**config.mk**
```make
export PLATFORM = sky130hd
export DESIGN_NAME = ee_word_reader
export DESIGN_NICKNAME = d
export VERILOG_FILES = /design/src/rtl/ee_rd_pkg.sv /design/src/rtl/ee_rd_ctrl.sv /design/src/rtl/ee_rd_dpath.sv /design/src/rtl/ee_word_reader.sv
export SDC_FILE = /design/constraint.sdc
export NUM_CORES = 1
export LEC_CHECK = 0
export CELL_PAD_IN_SITES_DETAIL_PLACEMENT = 1
export CELL_PAD_IN_SITES_GLOBAL_PLACEMENT = 1
export CORE_MARGIN = 10
export CORE_UTILIZATION = 40
export CTS_CLUSTER_SIZE = 8
export DETAILED_ROUTE_END_ITERATION = 6
export DONT_BUFFER_PORTS = 1
export PLACE_DENSITY = 0.7
export SYNTH_ARGS = -nofsm -noshare
export SYNTH_HDL_FRONTEND = slang
export SYNTH_SLANG_ARGS = --single-unit
```
**constraint.sdc**
```tcl
create_clock -name clk -period 2.63 [get_ports clk]
set_input_delay 0.526 -clock clk [delete_from_list [all_inputs] [get_ports clk]]
set_output_delay 0.526 -clock clk [all_outputs]
set_load 0.03 [all_outputs]
```
**src/rtl/ee_rd_pkg.sv**
```systemverilog
package ee_rd_pkg;

  typedef struct packed {
    logic setCs;
    logic clrCs;
    logic setSk;
    logic clrSk;
    logic driveDi;
    logic clearAll;
    logic loadCmd;
    logic sampleBit;
    logic publish;
  } eeStrobes_t;

  typedef enum logic [4:0] {
    ST_OFF,
    ST_IA_CS,
    ST_IA_SKH,
    ST_IA_LO,
    ST_IA_HI,
    ST_IA_SKL,
    ST_IA_CSL,
    ST_IA_ZERO,
    ST_AC_SKL,
    ST_AC_CS,
    ST_CM_DI,
    ST_CM_HI,
    ST_CM_LO,
    ST_RD_HI,
    ST_RD_SMP,
    ST_RD_LO
  } eeState_t;

endpackage

```
**src/rtl/ee_rd_ctrl.sv**
```systemverilog
module ee_rd_ctrl
  import ee_rd_pkg::*;
#(
  parameter int STEP_CLKS   = 16,
  parameter int RESYNC_CLKS = 25,
  parameter int CMD_W       = 11,
  parameter int DATA_W      = 16
) (
  input  logic       clk,
  input  logic       rstN,
  input  logic       startPulse,
  output eeStrobes_t strb,
  output logic       busy,
  output logic       done
);

  localparam int LOOP_A   = (RESYNC_CLKS > CMD_W) ? RESYNC_CLKS : CMD_W;
  localparam int LOOP_MAX = (LOOP_A > DATA_W) ? LOOP_A : DATA_W;
  localparam int LOOP_W   = $clog2(LOOP_MAX + 1);
  localparam int STEP_W   = $clog2(STEP_CLKS + 1);
  localparam logic [LOOP_W-1:0] RESYNC_LAST = LOOP_W'(RESYNC_CLKS - 1);
  localparam logic [LOOP_W-1:0] CMD_LAST    = LOOP_W'(CMD_W - 1);
  localparam logic [LOOP_W-1:0] DATA_LAST   = LOOP_W'(DATA_W - 1);
  localparam logic [STEP_W-1:0] STEP_LAST   = STEP_W'(STEP_CLKS - 1);

  eeState_t          state;
  logic [STEP_W-1:0] stepCnt;
  logic [LOOP_W-1:0] loopCnt;
  logic              tailPhase;
  logic              stepFirst;
  logic              stepLast;

  assign busy      = (state != ST_OFF);
  assign stepFirst = busy && (stepCnt == '0);
  assign stepLast  = busy && (stepCnt == STEP_LAST);

  always_comb begin
    strb = '0;
    if (stepFirst) begin
      case (state)
        ST_IA_CS:   strb.setCs     = 1'b1;
        ST_IA_SKH:  strb.setSk     = 1'b1;
        ST_IA_LO:   strb.clrSk     = 1'b1;
        ST_IA_HI:   strb.setSk     = 1'b1;
        ST_IA_SKL:  strb.clrSk     = 1'b1;
        ST_IA_CSL:  strb.clrCs     = 1'b1;
        ST_IA_ZERO: strb.clearAll  = 1'b1;
        ST_AC_SKL:  strb.clrSk     = 1'b1;
        ST_AC_CS:   strb.setCs     = 1'b1;
        ST_CM_DI:   strb.driveDi   = 1'b1;
        ST_CM_HI:   strb.setSk     = 1'b1;
        ST_CM_LO:   strb.clrSk     = 1'b1;
        ST_RD_HI:   strb.setSk     = 1'b1;
        ST_RD_SMP:  strb.sampleBit = 1'b1;
        ST_RD_LO:   strb.clrSk     = 1'b1;
        default:    ;
      endcase
    end
    strb.loadCmd = (state == ST_OFF) && startPulse;
    strb.publish = (state == ST_IA_ZERO) && tailPhase && stepLast;
  end

  always_ff @(posedge clk) begin
    if (!rstN) begin
      state     <= ST_OFF;
      stepCnt   <= '0;
      loopCnt   <= '0;
      tailPhase <= 1'b0;
      done      <= 1'b0;
    end else begin
      done <= strb.publish;
      if (state == ST_OFF) begin
        stepCnt <= '0;
        if (startPulse) begin
          state     <= ST_IA_CS;
          tailPhase <= 1'b0;
          loopCnt   <= '0;
        end
      end else if (!stepLast) begin
        stepCnt <= stepCnt + 1'b1;
      end else begin
        stepCnt <= '0;
        case (state)
          ST_IA_CS:  state <= ST_IA_SKH;
          ST_IA_SKH: begin
            state   <= ST_IA_LO;
            loopCnt <= '0;
          end
          ST_IA_LO:  state <= ST_IA_HI;
          ST_IA_HI: begin
            if (loopCnt == RESYNC_LAST) begin
              state <= ST_IA_SKL;
            end else begin
              loopCnt <= loopCnt + 1'b1;
              state   <= ST_IA_LO;
            end
          end
          ST_IA_SKL:  state <= ST_IA_CSL;
          ST_IA_CSL:  state <= ST_IA_ZERO;
          ST_IA_ZERO: state <= tailPhase ? ST_OFF : ST_AC_SKL;
          ST_AC_SKL:  state <= ST_AC_CS;
          ST_AC_CS: begin
            state   <= ST_CM_DI;
            loopCnt <= '0;
          end
          ST_CM_DI:  state <= ST_CM_HI;
          ST_CM_HI:  state <= ST_CM_LO;
          ST_CM_LO: begin
            if (loopCnt == CMD_LAST) begin
              loopCnt <= '0;
              state   <= ST_RD_HI;
            end else begin
              loopCnt <= loopCnt + 1'b1;
              state   <= ST_CM_DI;
            end
          end
          ST_RD_HI:  state <= ST_RD_SMP;
          ST_RD_SMP: state <= ST_RD_LO;
          ST_RD_LO: begin
            if (loopCnt == DATA_LAST) begin
              tailPhase <= 1'b1;
              state     <= ST_IA_CS;
            end else begin
              loopCnt <= loopCnt + 1'b1;
              state   <= ST_RD_HI;
            end
          end
          default: state <= ST_OFF;
        endcase
      end
    end
  end

  // completion strobe is a single cycle
  a_r2_done_one_cycle: assert property (@(posedge clk) disable iff (!rstN)
    done |=> !done);

  // busy only drops in the completion cycle
  a_r2_busy_falls_at_done: assert property (@(posedge clk) disable iff (!rstN)
    $fell(busy) |-> done);

  // a start while busy causes no new command load
  a_r9_start_ignored_busy: assert property (@(posedge clk) disable iff (!rstN)
    (busy && startPulse && !stepLast) |=> busy);

endmodule

```
**src/rtl/ee_rd_dpath.sv**
```systemverilog
module ee_rd_dpath
  import ee_rd_pkg::*;
#(
  parameter int                ADDR_W  = 6,
  parameter int                CMD_W   = 11,
  parameter int                DATA_W  = 16,
  parameter logic [CMD_W-1:0]  READ_OP = 11'h180
) (
  input  logic              clk,
  input  logic              rstN,
  input  eeStrobes_t        strb,
  input  logic [ADDR_W-1:0] wordAddr,
  input  logic              eeMiso,
  output logic              eeSel,
  output logic              eeClk,
  output logic              eeMosi,
  output logic [DATA_W-1:0] rdWord
);

  localparam int PAD_W = CMD_W - ADDR_W;

  logic [CMD_W-1:0]  cmdSh;
  logic [DATA_W-1:0] rxSh;
  logic [CMD_W-1:0]  frameWord;

  generate
    if (PAD_W > 0) begin : g_pad
      assign frameWord = READ_OP | {{PAD_W{1'b0}}, wordAddr};
    end else begin : g_nopad
      assign frameWord = READ_OP | wordAddr[CMD_W-1:0];
    end
  endgenerate

  always_ff @(posedge clk) begin
    if (!rstN) begin
      eeSel  <= 1'b0;
      eeClk  <= 1'b0;
      eeMosi <= 1'b0;
      cmdSh  <= '0;
      rxSh   <= '0;
      rdWord <= '0;
    end else begin
      if (strb.clearAll) begin
        eeSel  <= 1'b0;
        eeClk  <= 1'b0;
        eeMosi <= 1'b0;
      end
      if (strb.setCs) eeSel <= 1'b1;
      if (strb.clrCs) eeSel <= 1'b0;
      if (strb.setSk) eeClk <= 1'b1;
      if (strb.clrSk) eeClk <= 1'b0;
      if (strb.loadCmd) cmdSh <= frameWord;
      if (strb.driveDi) begin
        eeMosi <= cmdSh[CMD_W-1];
        cmdSh  <= {cmdSh[CMD_W-2:0], 1'b0};
      end
      if (strb.sampleBit) rxSh <= {rxSh[DATA_W-2:0], eeMiso};
      if (strb.publish) rdWord <= rxSh;
    end
  end

  // serial clock rises only with chip select asserted
  a_r4_clk_rise_selected: assert property (@(posedge clk) disable iff (!rstN)
    $rose(eeClk) |-> eeSel);

  // data line steady on the cycle the clock rises
  a_r5_di_steady_on_rise: assert property (@(posedge clk) disable iff (!rstN)
    $rose(eeClk) |-> $stable(eeMosi));

  // returned data is sampled while the clock is high
  a_r6_sample_while_high: assert property (@(posedge clk) disable iff (!rstN)
    strb.sampleBit |-> eeClk);

endmodule

```
**src/rtl/ee_word_reader.sv**
```systemverilog
module ee_word_reader
  import ee_rd_pkg::*;
#(
  parameter int STEP_CLKS   = 16,
  parameter int RESYNC_CLKS = 25,
  parameter int ADDR_W      = 6,
  parameter int CMD_W       = 11,
  parameter int DATA_W      = 16,
  parameter logic [CMD_W-1:0] READ_OP = 11'h180
) (
  input  logic              clk,
  input  logic              rstN,
  input  logic              startPulse,
  input  logic [ADDR_W-1:0] wordAddr,
  output logic              busy,
  output logic              done,
  output logic [DATA_W-1:0] rdWord,
  output logic              eeSel,
  output logic              eeClk,
  output logic              eeMosi,
  input  logic              eeMiso
);

  eeStrobes_t strb;

  ee_rd_ctrl #(
    .STEP_CLKS  (STEP_CLKS),
    .RESYNC_CLKS(RESYNC_CLKS),
    .CMD_W      (CMD_W),
    .DATA_W     (DATA_W)
  ) ctrl_i (
    .clk       (clk),
    .rstN      (rstN),
    .startPulse(startPulse),
    .strb      (strb),
    .busy      (busy),
    .done      (done)
  );

  ee_rd_dpath #(
    .ADDR_W (ADDR_W),
    .CMD_W  (CMD_W),
    .DATA_W (DATA_W),
    .READ_OP(READ_OP)
  ) dpath_i (
    .clk     (clk),
    .rstN    (rstN),
    .strb    (strb),
    .wordAddr(wordAddr),
    .eeMiso  (eeMiso),
    .eeSel   (eeSel),
    .eeClk   (eeClk),
    .eeMosi  (eeMosi),
    .rdWord  (rdWord)
  );

  // returned word only moves in the completion cycle
  a_r10_word_held: assert property (@(posedge clk) disable iff (!rstN)
    !done |-> $stable(rdWord));

  // memory pins are all low when completion is signalled
  a_r7_pins_quiet_at_done: assert property (@(posedge clk) disable iff (!rstN)
    done |-> (!eeSel && !eeClk && !eeMosi));

endmodule

```
==> impl_metrics.yaml <==
logic_synthesis:
  synth_edf_count: 0
  syn_area_sq_um: 2810
  yosys.area.top_type: "dfxtp_1"
  ys_seq_elements: 62
  ys.flop_type: "dfxtp_1"
  syn_area_per_cell_sq_um: 8.18
  synth_top_area_share_pct: 44.2
  synth_warnings: 0
  synth-seq-area-share_pct: 44.2
  async_reset_ff_share_pct: 0
  synth_cell_types: 52
  synthTopCellsByArea: "dfxtp_1 44%, nand2_1 13%, a21boi_1 6.4%"
  syn-num-nets: 360
  syn_inst: 343
die:
  initial_core_util_pct: 41.3
  die_area_sq_um: 10800
  num_rows: 30
  boundaryPins: 31
  fp.dieW_um: 104
  die_h_um: 104
  core_sq_um: 6790
place:
  dp.cells: 425
  place_worst_setup_slack_ps: 460
  place_congestion: 0.789
  dpl_cell_area_sq_um: 2880
  io_buffers: 0
  dp_hpwl_mm: 4.48
sta:
  post-route-min-period_ps: 2210
  worst_slack_ps: 422
  rsz0062_at_grt: "no"
  hold_ws_ps: 303
  hold_violations: 0
  worst_pin_slew_ps: 692
  tns_ps: 0
  fmaxAchievable_mhz: 453
  slew_violations: 0
  setup_viol: 0
  slew_headroom_pct: 53.8
  finalCritPeriodShare_pct: 83.9
  finClkSkew_ps: 8.02
global_route:
  groute.usage.overall_pct: 12.5
  grt_overflow_total: 0
  grt_max_degree: 45
  antenna_found_initial: 0
  grt_pass1_vias: 2314
  grt_pass1_wl_mm: 11.3
detailed_routing:
  via_count: 2272
  via_per_inst: 5.15
  post_drt_wl_per_cell_um: 14.8
  dr.pass1.iters: 4
  drt-initial-drc-count: 117
  drc: 0
  antenna_left: 0
  wl_mm: 6.53
clocking:
  hold_buffers: 0
  cts_made_buffers: 9
  cts_tree: "yes"
  cts_buffer_depth: 2
  clock_latency_ps: 340
  cts.htree.levels: 3
  cts_num_sinks: 62
  cts_setup_buffers: 0
  cts-root-buf: "clkbuf_8"
  clkTransAtPathRegs_ps: 70
  cts-resized-gates: 0
setup_path:
  rrSetupSlack_ps: 440
  required_ps: 2100
  critPathKind: "flip-flop to output pin"
  crit_path_start_kind: "flip-flop"
  end_kind: "output pin"
  arrival_ps: 1680
  path_max_fanout: 19
finish:
  final_common_cell: "nand2_1"
  final_area_sq_um: 3060
  final_core_util_pct: 45.0
  fill_cells: 822
  layout-drive-gt1-share_pct: 8.70
  layout_common_cells: "96 x nand2_1, 62 x dfxtp_1, 24 x a21boi_1, 19 x a21oi_1, 15 x nor2_1"
  syn2layout_area_growth_pct: 9.01
  fin_cells: 441
  finalNetCount: 357
  diodes: 0
flow_run:
  maxCapViolCount: 0
power_and_ir_drop:
  p_per_area_nw_per_um2: 595
  vdd_ir_drop_max_v: 0.000235
  cellLeakagePower_nw: 1.09
  finalPower_mw: 1.82
min_path:
  hp-class: "primary input to flip-flop"
outcome:
  outcome: "finished clean"
-- final cells by class --
class / count / area, sq um / share of cell area [%]
Sequential cell: 62 / 1240 / 40.6
Inverter: 12 / 45.0 / 1.47
Clock inverter: 6 / 37.5 / 1.23
Timing Repair Buffer: 6 / 45.0 / 1.47
Clock buffer: 10 / 138 / 4.50
Tap cell: 96 / 120 / 3.93
Multi-Input combinational cell: 249 / 1430 / 46.8
-- report_power, final --
part	internal, mW	total (mW)	leakage [nW]	switching (mW)
clock network	0.362	0.747	0.0841	0.386
logic	0.0450	0.101	0.502	0.0560
registers	0.953	0.972	0.501	0.0191
total	1.36	1.82	1.09	0.461
-- state kept, by name, indices dropped and copies added, names as in the netlist --
register	cells
dpath_i.rdWord	16
dpath_i.rxSh	16
dpath_i.cmdSh	11
ctrl_i.loopCnt	5
ctrl_i.stepCnt	5
ctrl_i.state	4
ctrl_i.done	1
ctrl_i.tailPhase	1
dpath_i.eeClk	1
dpath_i.eeMosi	1
dpath_i.eeSel	1
-- worst max-delay path, cell delays in order, from the launching register on --
cell     delay (ps)
dfxtp_1         530
or4_1           610
buf_4           200
-- cells by family (layout without fill, tap and decap cells) --
group / Yosys count / after routing / share of synthesized area, %
AND/OR/NAND/NOR: 152 / 152 / 24.9
AO/OA/AOI/OAI: 80 / 80 / 19.4
flip-flops: 62 / 62 / 44.2
buffers and inverters: 32 / 34 / 4.91
adder cells (fa/ha/maj): 7 / 7 / 3.12
multiplexers: 7 / 7 / 2.50
XOR/XNOR: 3 / 3 / 0.937
-- layer usage --
layer	wire length, um	up-vias	track usage (%)
met2	2980	29	20.0
met4	75	0	4.67
met1	3140	1081	14.9
li1	-	1155	-
met5	0	-	0
met3	343	7	4.65
-- synthesized netlist by cell type (all sizes together), types with 2 or more instances --
master / number
nor2b: 4
a21boi: 25
a31oi: 5
inv: 11
nor2: 17
a21oi: 19
mux2i: 7
o21ai: 13
nand3: 10
dfxtp: 62
ha: 7
nor4b: 2
clkbuf: 15
nand3b: 2
buf: 5
o211a: 5
or3: 2
nand2: 97
nor3: 2
o22ai: 2
and2: 3
nand2b: 5
and3: 3
xnor2: 2
-- path summary, 6_finish.rpt --
path	startpoint	to	cells past startpoint
setup / recovery	ctrl_i.state[1]	busy	2
hold / removal	rstN	ctrl_i.tailPhase	2
setup reg to reg	ctrl_i.stepCnt[0]	dpath_i.cmdSh[4]	6
hold reg to reg	dpath_i.cmdSh[5]	dpath_i.cmdSh[6]	2
(Power assumes the default switching activity.)
